`config.mk`:
```
export PLATFORM = sky130hd
export DESIGN_NAME = irq_regwin
export DESIGN_NICKNAME = d
export VERILOG_FILES = /design/src/rtl/irqw_pkg.sv /design/src/rtl/irqw_decode.sv /design/src/rtl/irqw_entry.sv /design/src/rtl/irq_regwin.sv
export SDC_FILE = /design/constraint.sdc
export NUM_CORES = 2
export LEC_CHECK = 0
export BUFFER_PORTS_ARGS = -buffer_cell sky130_fd_sc_hd__buf_2
export CAP_MARGIN = 0
export CORE_AREA = 10 10 652 654
export DETAILED_ROUTE_END_ITERATION = 6
export DIE_AREA = 0 0 662 664
export PLACE_DENSITY_LB_ADDON = 0.12
export SLEW_MARGIN = 20
export SYNTH_ARGS = -nofsm -noshare
export SYNTH_HDL_FRONTEND = slang
export SYNTH_SLANG_ARGS = --single-unit
```
`constraint.sdc`:
```
create_clock -name clk_i -period 9.9 [get_ports clk_i]
set_clock_uncertainty 0.05 [all_clocks]
set_input_delay 0.99 -clock clk_i [delete_from_list [all_inputs] [get_ports clk_i]]
set_output_delay 0.99 -clock clk_i [all_outputs]
set_load 0.03 [all_outputs]
```
`src/rtl/irqw_pkg.sv`:
```
package irqw_pkg;
  typedef enum logic [1:0] {
    SZ_BYTE = 2'd0,
    SZ_HALF = 2'd1,
    SZ_WORD = 2'd2
  } acc_size_e;

  localparam logic [7:0] OFF_SEL = 8'h00;
  localparam logic [7:0] OFF_WIN = 8'h10;
  localparam logic [7:0] OFF_EOI = 8'h40;

  localparam logic [7:0] IDX_ID   = 8'h00;
  localparam logic [7:0] IDX_VER  = 8'h01;
  localparam logic [7:0] IDX_ARB  = 8'h02;
  localparam logic [7:0] IDX_ENT0 = 8'h10;

  localparam int ID_LSB  = 24;
  localparam int ID_W    = 4;
  localparam int B_DSTAT = 12;
  localparam int B_RIRR  = 14;
  localparam int B_TRIG  = 15;

  // engine-owned bits in the low half of an entry
  localparam logic [31:0] RO_LO = (32'h1 << B_DSTAT) | (32'h1 << B_RIRR);
endpackage

```
`src/rtl/irqw_decode.sv`:
```
module irqw_decode
  import irqw_pkg::*;
#(
  parameter int PINS = 24,
  parameter int IW   = 5
) (
  input  logic          req_i,
  input  logic          we_i,
  input  logic [7:0]    off_i,
  input  logic [1:0]    size_i,
  input  logic [7:0]    sel_i,
  output logic          sel_wr_o,
  output logic          win_rd_o,
  output logic          id_wr_o,
  output logic          eoi_wr_o,
  output logic          is_id_o,
  output logic          is_ver_o,
  output logic          ent_hit_o,
  output logic          ent_hi_o,
  output logic          ent_wr_o,
  output logic [IW-1:0] ent_idx_o
);
  localparam logic [7:0] PINS8 = 8'(PINS);

  logic       word;
  logic       win;
  logic [7:0] rel;
  logic [6:0] ent_num;

  always_comb begin
    word      = (size_i == SZ_WORD);
    win       = req_i && (off_i == OFF_WIN) && word;
    sel_wr_o  = req_i && we_i && (off_i == OFF_SEL);
    win_rd_o  = win && !we_i;
    eoi_wr_o  = req_i && we_i && word && (off_i == OFF_EOI);
    is_id_o   = (sel_i == IDX_ID) || (sel_i == IDX_ARB);
    is_ver_o  = (sel_i == IDX_VER);
    id_wr_o   = win && we_i && (sel_i == IDX_ID);
    rel       = sel_i - IDX_ENT0;
    ent_num   = rel[7:1];
    ent_hit_o = (sel_i >= IDX_ENT0) && ({1'b0, ent_num} < PINS8);
    ent_hi_o  = sel_i[0];
    ent_idx_o = ent_num[IW-1:0];
    ent_wr_o  = win && we_i && ent_hit_o;
  end
endmodule

```
`src/rtl/irqw_entry.sv`:
```
module irqw_entry
  import irqw_pkg::*;
(
  input  logic        clk_i,
  input  logic        rst_ni,
  input  logic        wr_lo_i,
  input  logic        wr_hi_i,
  input  logic [31:0] wdata_i,
  input  logic        dstat_i,
  input  logic        rset_i,
  input  logic        rclr_i,
  output logic [63:0] q_o
);
  logic [63:0] q, nxt;

  always_comb begin
    nxt = q;
    if (wr_lo_i) nxt[31:0]  = (wdata_i & ~RO_LO) | (q[31:0] & RO_LO);
    if (wr_hi_i) nxt[63:32] = wdata_i;
    nxt[B_DSTAT] = dstat_i;
    nxt[B_RIRR]  = rset_i | (q[B_RIRR] & ~rclr_i);
    // edge-mode entry written: remote in-service must read zero
    if ((wr_lo_i || wr_hi_i) && !nxt[B_TRIG]) nxt[B_RIRR] = 1'b0;
  end

  always_ff @(posedge clk_i or negedge rst_ni) begin
    if (!rst_ni) q <= '0;
    else         q <= nxt;
  end

  assign q_o = q;

  a_r8_edge_clears_remote: assert property (@(posedge clk_i) disable iff (!rst_ni)
    (wr_lo_i || wr_hi_i) |=> (q_o[B_TRIG] || !q_o[B_RIRR]));

  a_r7_hi_write_keeps_lo: assert property (@(posedge clk_i) disable iff (!rst_ni)
    (wr_hi_i && !wr_lo_i) |=> (q_o[11:0] == $past(q_o[11:0])));

  a_r7_dstat_follows: assert property (@(posedge clk_i) disable iff (!rst_ni)
    dstat_i |=> q_o[B_DSTAT]);

  a_r12_set_wins_level: assert property (@(posedge clk_i) disable iff (!rst_ni)
    (rset_i && !(wr_lo_i && !wdata_i[B_TRIG]) && !(wr_hi_i && !q_o[B_TRIG]))
      |=> q_o[B_RIRR]);
endmodule

```
`src/rtl/irq_regwin.sv`:
```
module irq_regwin
  import irqw_pkg::*;
#(
  parameter int          PINS    = 24,
  parameter int          ADDR_W  = 12,
  parameter logic [7:0]  VERSION = 8'h20
) (
  input  logic                 clk_i,
  input  logic                 rst_ni,
  input  logic                 req_i,
  input  logic                 we_i,
  input  logic [ADDR_W-1:0]    addr_i,
  input  logic [1:0]           size_i,
  input  logic [31:0]          wdata_i,
  output logic [31:0]          rdata_o,
  input  logic [PINS-1:0]      dstat_i,
  input  logic [PINS-1:0]      rirr_set_i,
  input  logic [PINS-1:0]      rirr_clr_i,
  output logic [64*PINS-1:0]   tbl_o,
  output logic                 svc_o,
  output logic                 eoi_o,
  output logic [7:0]           eoi_vec_o
);
  localparam int          IW       = (PINS > 1) ? $clog2(PINS) : 1;
  localparam logic        EOI_EN   = (VERSION == 8'h20);
  localparam logic [31:0] VER_WORD = {8'h00, 8'(PINS - 1), 8'h00, VERSION};

  if (!(VERSION == 8'h11 || VERSION == 8'h20)) begin : g_bad_version
    $error("irq_regwin: VERSION must be 0x11 or 0x20");
  end
  if (PINS < 2 || PINS > 120) begin : g_bad_pins
    $error("irq_regwin: PINS must be 2..120");
  end

  logic [7:0]      sel_q;
  logic [ID_W-1:0] id_q;
  logic            svc_q, eoi_q;
  logic [7:0]      vec_q;

  logic          sel_wr, win_rd, id_wr, eoi_wr, is_id, is_ver;
  logic          ent_hit, ent_hi, ent_wr;
  logic [IW-1:0] ent_idx;
  logic [63:0]   ent_q [PINS];

  irqw_decode #(.PINS(PINS), .IW(IW)) u_dec (
    .req_i    (req_i),
    .we_i     (we_i),
    .off_i    (addr_i[7:0]),
    .size_i   (size_i),
    .sel_i    (sel_q),
    .sel_wr_o (sel_wr),
    .win_rd_o (win_rd),
    .id_wr_o  (id_wr),
    .eoi_wr_o (eoi_wr),
    .is_id_o  (is_id),
    .is_ver_o (is_ver),
    .ent_hit_o(ent_hit),
    .ent_hi_o (ent_hi),
    .ent_wr_o (ent_wr),
    .ent_idx_o(ent_idx)
  );

  for (genvar g = 0; g < PINS; g++) begin : g_ent
    logic hit;
    assign hit = ent_wr && (ent_idx == IW'(g));
    irqw_entry u_ent (
      .clk_i  (clk_i),
      .rst_ni (rst_ni),
      .wr_lo_i(hit && !ent_hi),
      .wr_hi_i(hit && ent_hi),
      .wdata_i(wdata_i),
      .dstat_i(dstat_i[g]),
      .rset_i (rirr_set_i[g]),
      .rclr_i (rirr_clr_i[g]),
      .q_o    (ent_q[g])
    );
    assign tbl_o[g*64 +: 64] = ent_q[g];
  end

  always_ff @(posedge clk_i or negedge rst_ni) begin
    if (!rst_ni) begin
      sel_q <= '0;
      id_q  <= '0;
      svc_q <= 1'b0;
      eoi_q <= 1'b0;
      vec_q <= '0;
    end else begin
      if (sel_wr) sel_q <= wdata_i[7:0];
      if (id_wr)  id_q  <= wdata_i[ID_LSB +: ID_W];
      svc_q <= ent_wr;
      eoi_q <= eoi_wr && EOI_EN;
      if (eoi_wr && EOI_EN) vec_q <= wdata_i[7:0];
    end
  end

  always_comb begin
    rdata_o = '0;
    if (req_i && !we_i) begin
      if (addr_i[7:0] == OFF_SEL) begin
        rdata_o = {24'h0, sel_q};
      end else if (win_rd) begin
        if (is_id)        rdata_o = {4'h0, id_q, 24'h0};
        else if (is_ver)  rdata_o = VER_WORD;
        else if (ent_hit) rdata_o = ent_hi ? ent_q[ent_idx][63:32] : ent_q[ent_idx][31:0];
      end
    end
  end

  assign svc_o     = svc_q;
  assign eoi_o     = eoi_q;
  assign eoi_vec_o = vec_q;

  a_r9_svc_after_entry_write: assert property (@(posedge clk_i) disable iff (!rst_ni)
    svc_o |-> $past(ent_wr));

  a_r10_eoi_after_eoi_write: assert property (@(posedge clk_i) disable iff (!rst_ni)
    eoi_o |-> $past(eoi_wr));

  a_r4_id_only_by_write: assert property (@(posedge clk_i) disable iff (!rst_ni)
    !id_wr |=> $stable(id_q));

  a_r3_narrow_read_zero: assert property (@(posedge clk_i) disable iff (!rst_ni)
    (req_i && !we_i && size_i != SZ_WORD && addr_i[7:0] != OFF_SEL) |-> (rdata_o == 32'h0));
endmodule

```
==> results.py <==
metrics = {
    "run_status": {
        "status": "finished, final reports clean",
    },
    "floorplanning": {
        "fp.coreArea_um2": 412000,
        "start_util_pct": 17.5,
        "dieArea_um2": 440000,
        "die_w_um": 662,
        "placementRows": 236,
        "num_io_pins": 1700,
        "die_h_um": 664,
    },
    "worst_hold_path": {
        "whs_endpoint": "g_ent[14].u_ent.q_o[12]",
        "min_from": "dstat_i[14]",
        "min_delay_path_depth": 1,
        "hp-class": "in2reg",
    },
    "sta": {
        "setup_viol": 0,
        "rsz0062_at_grt": "no",
        "holdWs_ps": 109,
        "fin_crit_ps": 6390,
        "fin_crit_sh_pct": 64.6,
        "clock.fmax_ghz": 0.156,
        "finalHoldViolCount": 0,
        "relSlewSlack_pct": 14.1,
        "tightestPinTransition_ps": 1250,
        "fin_tns_setup_ps": 0,
        "slew_viol_final": 0,
    },
    "worst_setup_path": {
        "crit_top_cell": "mux4_2",
        "critPathMaxFanout": 82,
        "path_buf_inv": 3,
        "slowest_delay_ps": 720,
        "r2r_slack_ps": 4790,
        "timing.rr.start": "sel_q[4]",
        "critPathTopFamily": "buffers and inverters",
        "required_ps": 8860,
        "crit_slowest_cell": "buf_4",
        "crit_type": "reg2out",
        "cp-end-kind": "output port",
        "worstReg2RegEnd": "g_ent[10].u_ent.q_o[38]",
        "start_kind": "flip-flop",
        "worst_r2r_path_depth": 7,
        "crit_path_cell_trace": "buf_4 > buf_12 > mux4_2 > mux4_2 > nor2_1 > a2111oi_0 > buf_2",
        "worstPathArrival_ps": 5350,
    },
    "routing": {
        "top_layer": "met5",
        "final_antenna_net_count": 0,
        "wirelength_um": 492000,
        "drc": 0,
        "via_count": 52300,
        "routed-wl-met2_um": 236000,
        "dr_wl_met3_um": 38600,
        "drt-met1-wl_um": 202000,
        "drtIter0Drc": 3944,
        "firstDrtPassIters": 5,
        "avgRoutedWirePerCell_um": 41.4,
        "vias_per_cell": 4.40,
    },
    "synthesis": {
        "ys_async_sr_fraction_pct": 100,
        "syn_nets": 4745,
        "syn_avg_cell_area_um2": 15.6,
        "ys.flop_type": "dfrtp_1",
        "yosysSeqAreaShare_pct": 53.9,
        "synth_cell_types": 58,
        "synth-edff-count": 0,
        "ys_warn_count": 0,
        "synth_seq_cells": 1558,
        "synth_area_um2": 72300,
        "synth_cells": 4621,
    },
    "clock_network": {
        "cts.sinks": 1558,
        "cts_tree": "done",
        "htreeDepth": 4,
        "cts.clk_slew.worst_paths_ps": 60,
        "clk_latency_ps": 910,
        "root_buffer": "clkbuf_16",
        "cts_max_path_buffers": 4,
        "cts_made_buffers": 209,
    },
    "place": {
        "place.port_buffers": 1695,
        "place_inst": 11500,
        "dp_hpwl_um": 369000,
        "gp_congestion": 0.844,
        "place_area_um2": 87000,
    },
    "finish": {
        "final_cells": 11900,
        "nNetsFinal": 6338,
        "mostFrequentLayoutCell": "buf_2",
        "most-common-layout-cells": "1692 x buf_2, 1553 x dfrtp_1, 1301 x mux2_2",
        "utilization_pct": 22.8,
        "n_fill_cell": 44000,
        "fin_area_um2": 93900,
        "drive_above_1_share_pct": 63.8,
        "syn_to_final_growth_pct": 30.0,
    },
    "global_route": {
        "grt_max_degree": 154,
        "grt-ovfl-total": 0,
        "grt_use_total_pct": 21.5,
        "grt_pass1_vias": 53900,
        "antenna_found_initial": 94,
        "grt_first_pass_wirelength_um": 627000,
    },
    "pwr": {
        "p_per_area_nw_per_um2": 158,
        "leakage_nw": 47.4,
        "vdd_ir_drop_max_v": 0.000133,
    },
    "job": {
        "cap_violations": 0,
    },
}
worst max-delay path by stage:
stage,start,to,slack (ps),cells past startpoint
after floorplan,sel_q[4],rdata_o[10],4850,10
after global placement,addr_i[3],g_ent[10].u_ent.q_o[37],4200,8
after detailed placement,addr_i[3],g_ent[10].u_ent.q_o[38],4160,8
after CTS,sel_q[1],rdata_o[22],3310,7
after global routing,sel_q[1],rdata_o[22],3180,7
final,sel_q[1],rdata_o[22],3510,7
report_power, final:
group / total (mW) / switching (mW) / internal (mW) / leakage, nW
registers: 6.41 / 0.0243 / 6.38 / 21.6
logic: 0.613 / 0.494 / 0.118 / 22.4
clock network: 7.84 / 3.31 / 4.53 / 3.38
total: 14.9 / 3.83 / 11.0 / 47.4
sequential cells by signal, summed over array words and instances (netlist names):
signal and flops:
sel_q 8, eoi_o 1, svc_o 1, eoi_vec_o 8, id_q 4, g_ent.u_ent.q_o 1536
metal layers:
metal	global-route usage, %	vias up
li1	-	20600
met1	27.1	29200
met2	36.1	2030
met3	6.18	419
met4	5.42	2
met5	0	-
repair_timing:
action | CTS | global route
endpoints found under the hold margin | 12 | 0
resized for setup | 0 | 0
buffers inserted | 0 | 0
hold buffers | 1 | 0
worst register-to-register path, cell delays in order, from the launching register on:
cell     delay [ps]
dfrtp_4         780
inv_2           190
ha_4            510
buf_4           550
nand4_4         710
nor3_4         1010
buf_4           690
mux2_2          510
cells in the mapped netlist (4+ instances only):
cell | n | area share [%]
dfrtp_1 | 1558 | 54
mux2_2 | 1301 | 20
mux4_2 | 370 | 12
clkbuf_1 | 220 | 1.1
mux2_4 | 140 | 2.9
buf_2 | 139 | 0.96
mux2i_1 | 128 | 1.8
a21oi_1 | 95 | 0.66
nor2_1 | 90 | 0.47
mux2_1 | 82 | 1.3
buf_4 | 61 | 0.63
buf_6 | 36 | 0.56
nand2_1 | 34 | 0.18
nor3_1 | 32 | 0.22
inv_1 | 29 | 0.15
a2111oi_0 | 27 | 0.33
o22ai_1 | 27 | 0.23
nand3_1 | 26 | 0.18
a22oi_1 | 24 | 0.25
nor2b_1 | 17 | 0.15
a211oi_1 | 15 | 0.16
o211ai_1 | 13 | 0.14
o21ai_0 | 13 | 0.090
buf_1 | 12 | 0.062
nor4_4 | 12 | 0.35
or3_1 | 12 | 0.10
nor4_1 | 11 | 0.095
o2111ai_1 | 11 | 0.13
nand2b_1 | 8 | 0.069
nor3_2 | 8 | 0.11
a31oi_1 | 5 | 0.043
and2_1 | 5 | 0.043
and3_1 | 5 | 0.043
nor4_2 | 5 | 0.087
o221ai_1 | 5 | 0.061
a22o_1 | 4 | 0.048
per-stage QoR:
step                      setup WS (ps)  total power [mW]
after floorplan                    4850              6.74
after global placement             4200              7.15
after detailed placement           4160              7.15
after CTS                          3310              15.2
after global routing               3180              15.4
final                              3510              14.9
cells by family (layout without fill, tap and decap cells):
logic type / count (synthesis) / count (layout) / synth area share, %
mux: 2021 / 2021 / 37.8
flops: 1558 / 1558 / 53.9
buf+inv: 497 / 2260 / 3.51
simple gates: 281 / 281 / 2.31
compound gates: 262 / 262 / 2.43
fa+ha+maj: 2 / 2 / 0.0346
other cells: 0 / 31 / 0
final cells by class:
cell class                      instances  area (um^2)  share of cell area, %
Multi-Input combinational cell       2566        31200                   33.2
Inverter                               29          109                  0.116
Timing Repair Buffer                 1850         9870                   10.5
Antenna cell                           31         77.6                 0.0826
Clock buffer                          318         6220                   6.62
Tap cell                             5474         6850                   7.29
Sequential cell                      1558        39000                   41.5
Clock inverter                         63          644                  0.686
(Power assumes the default switching activity.)
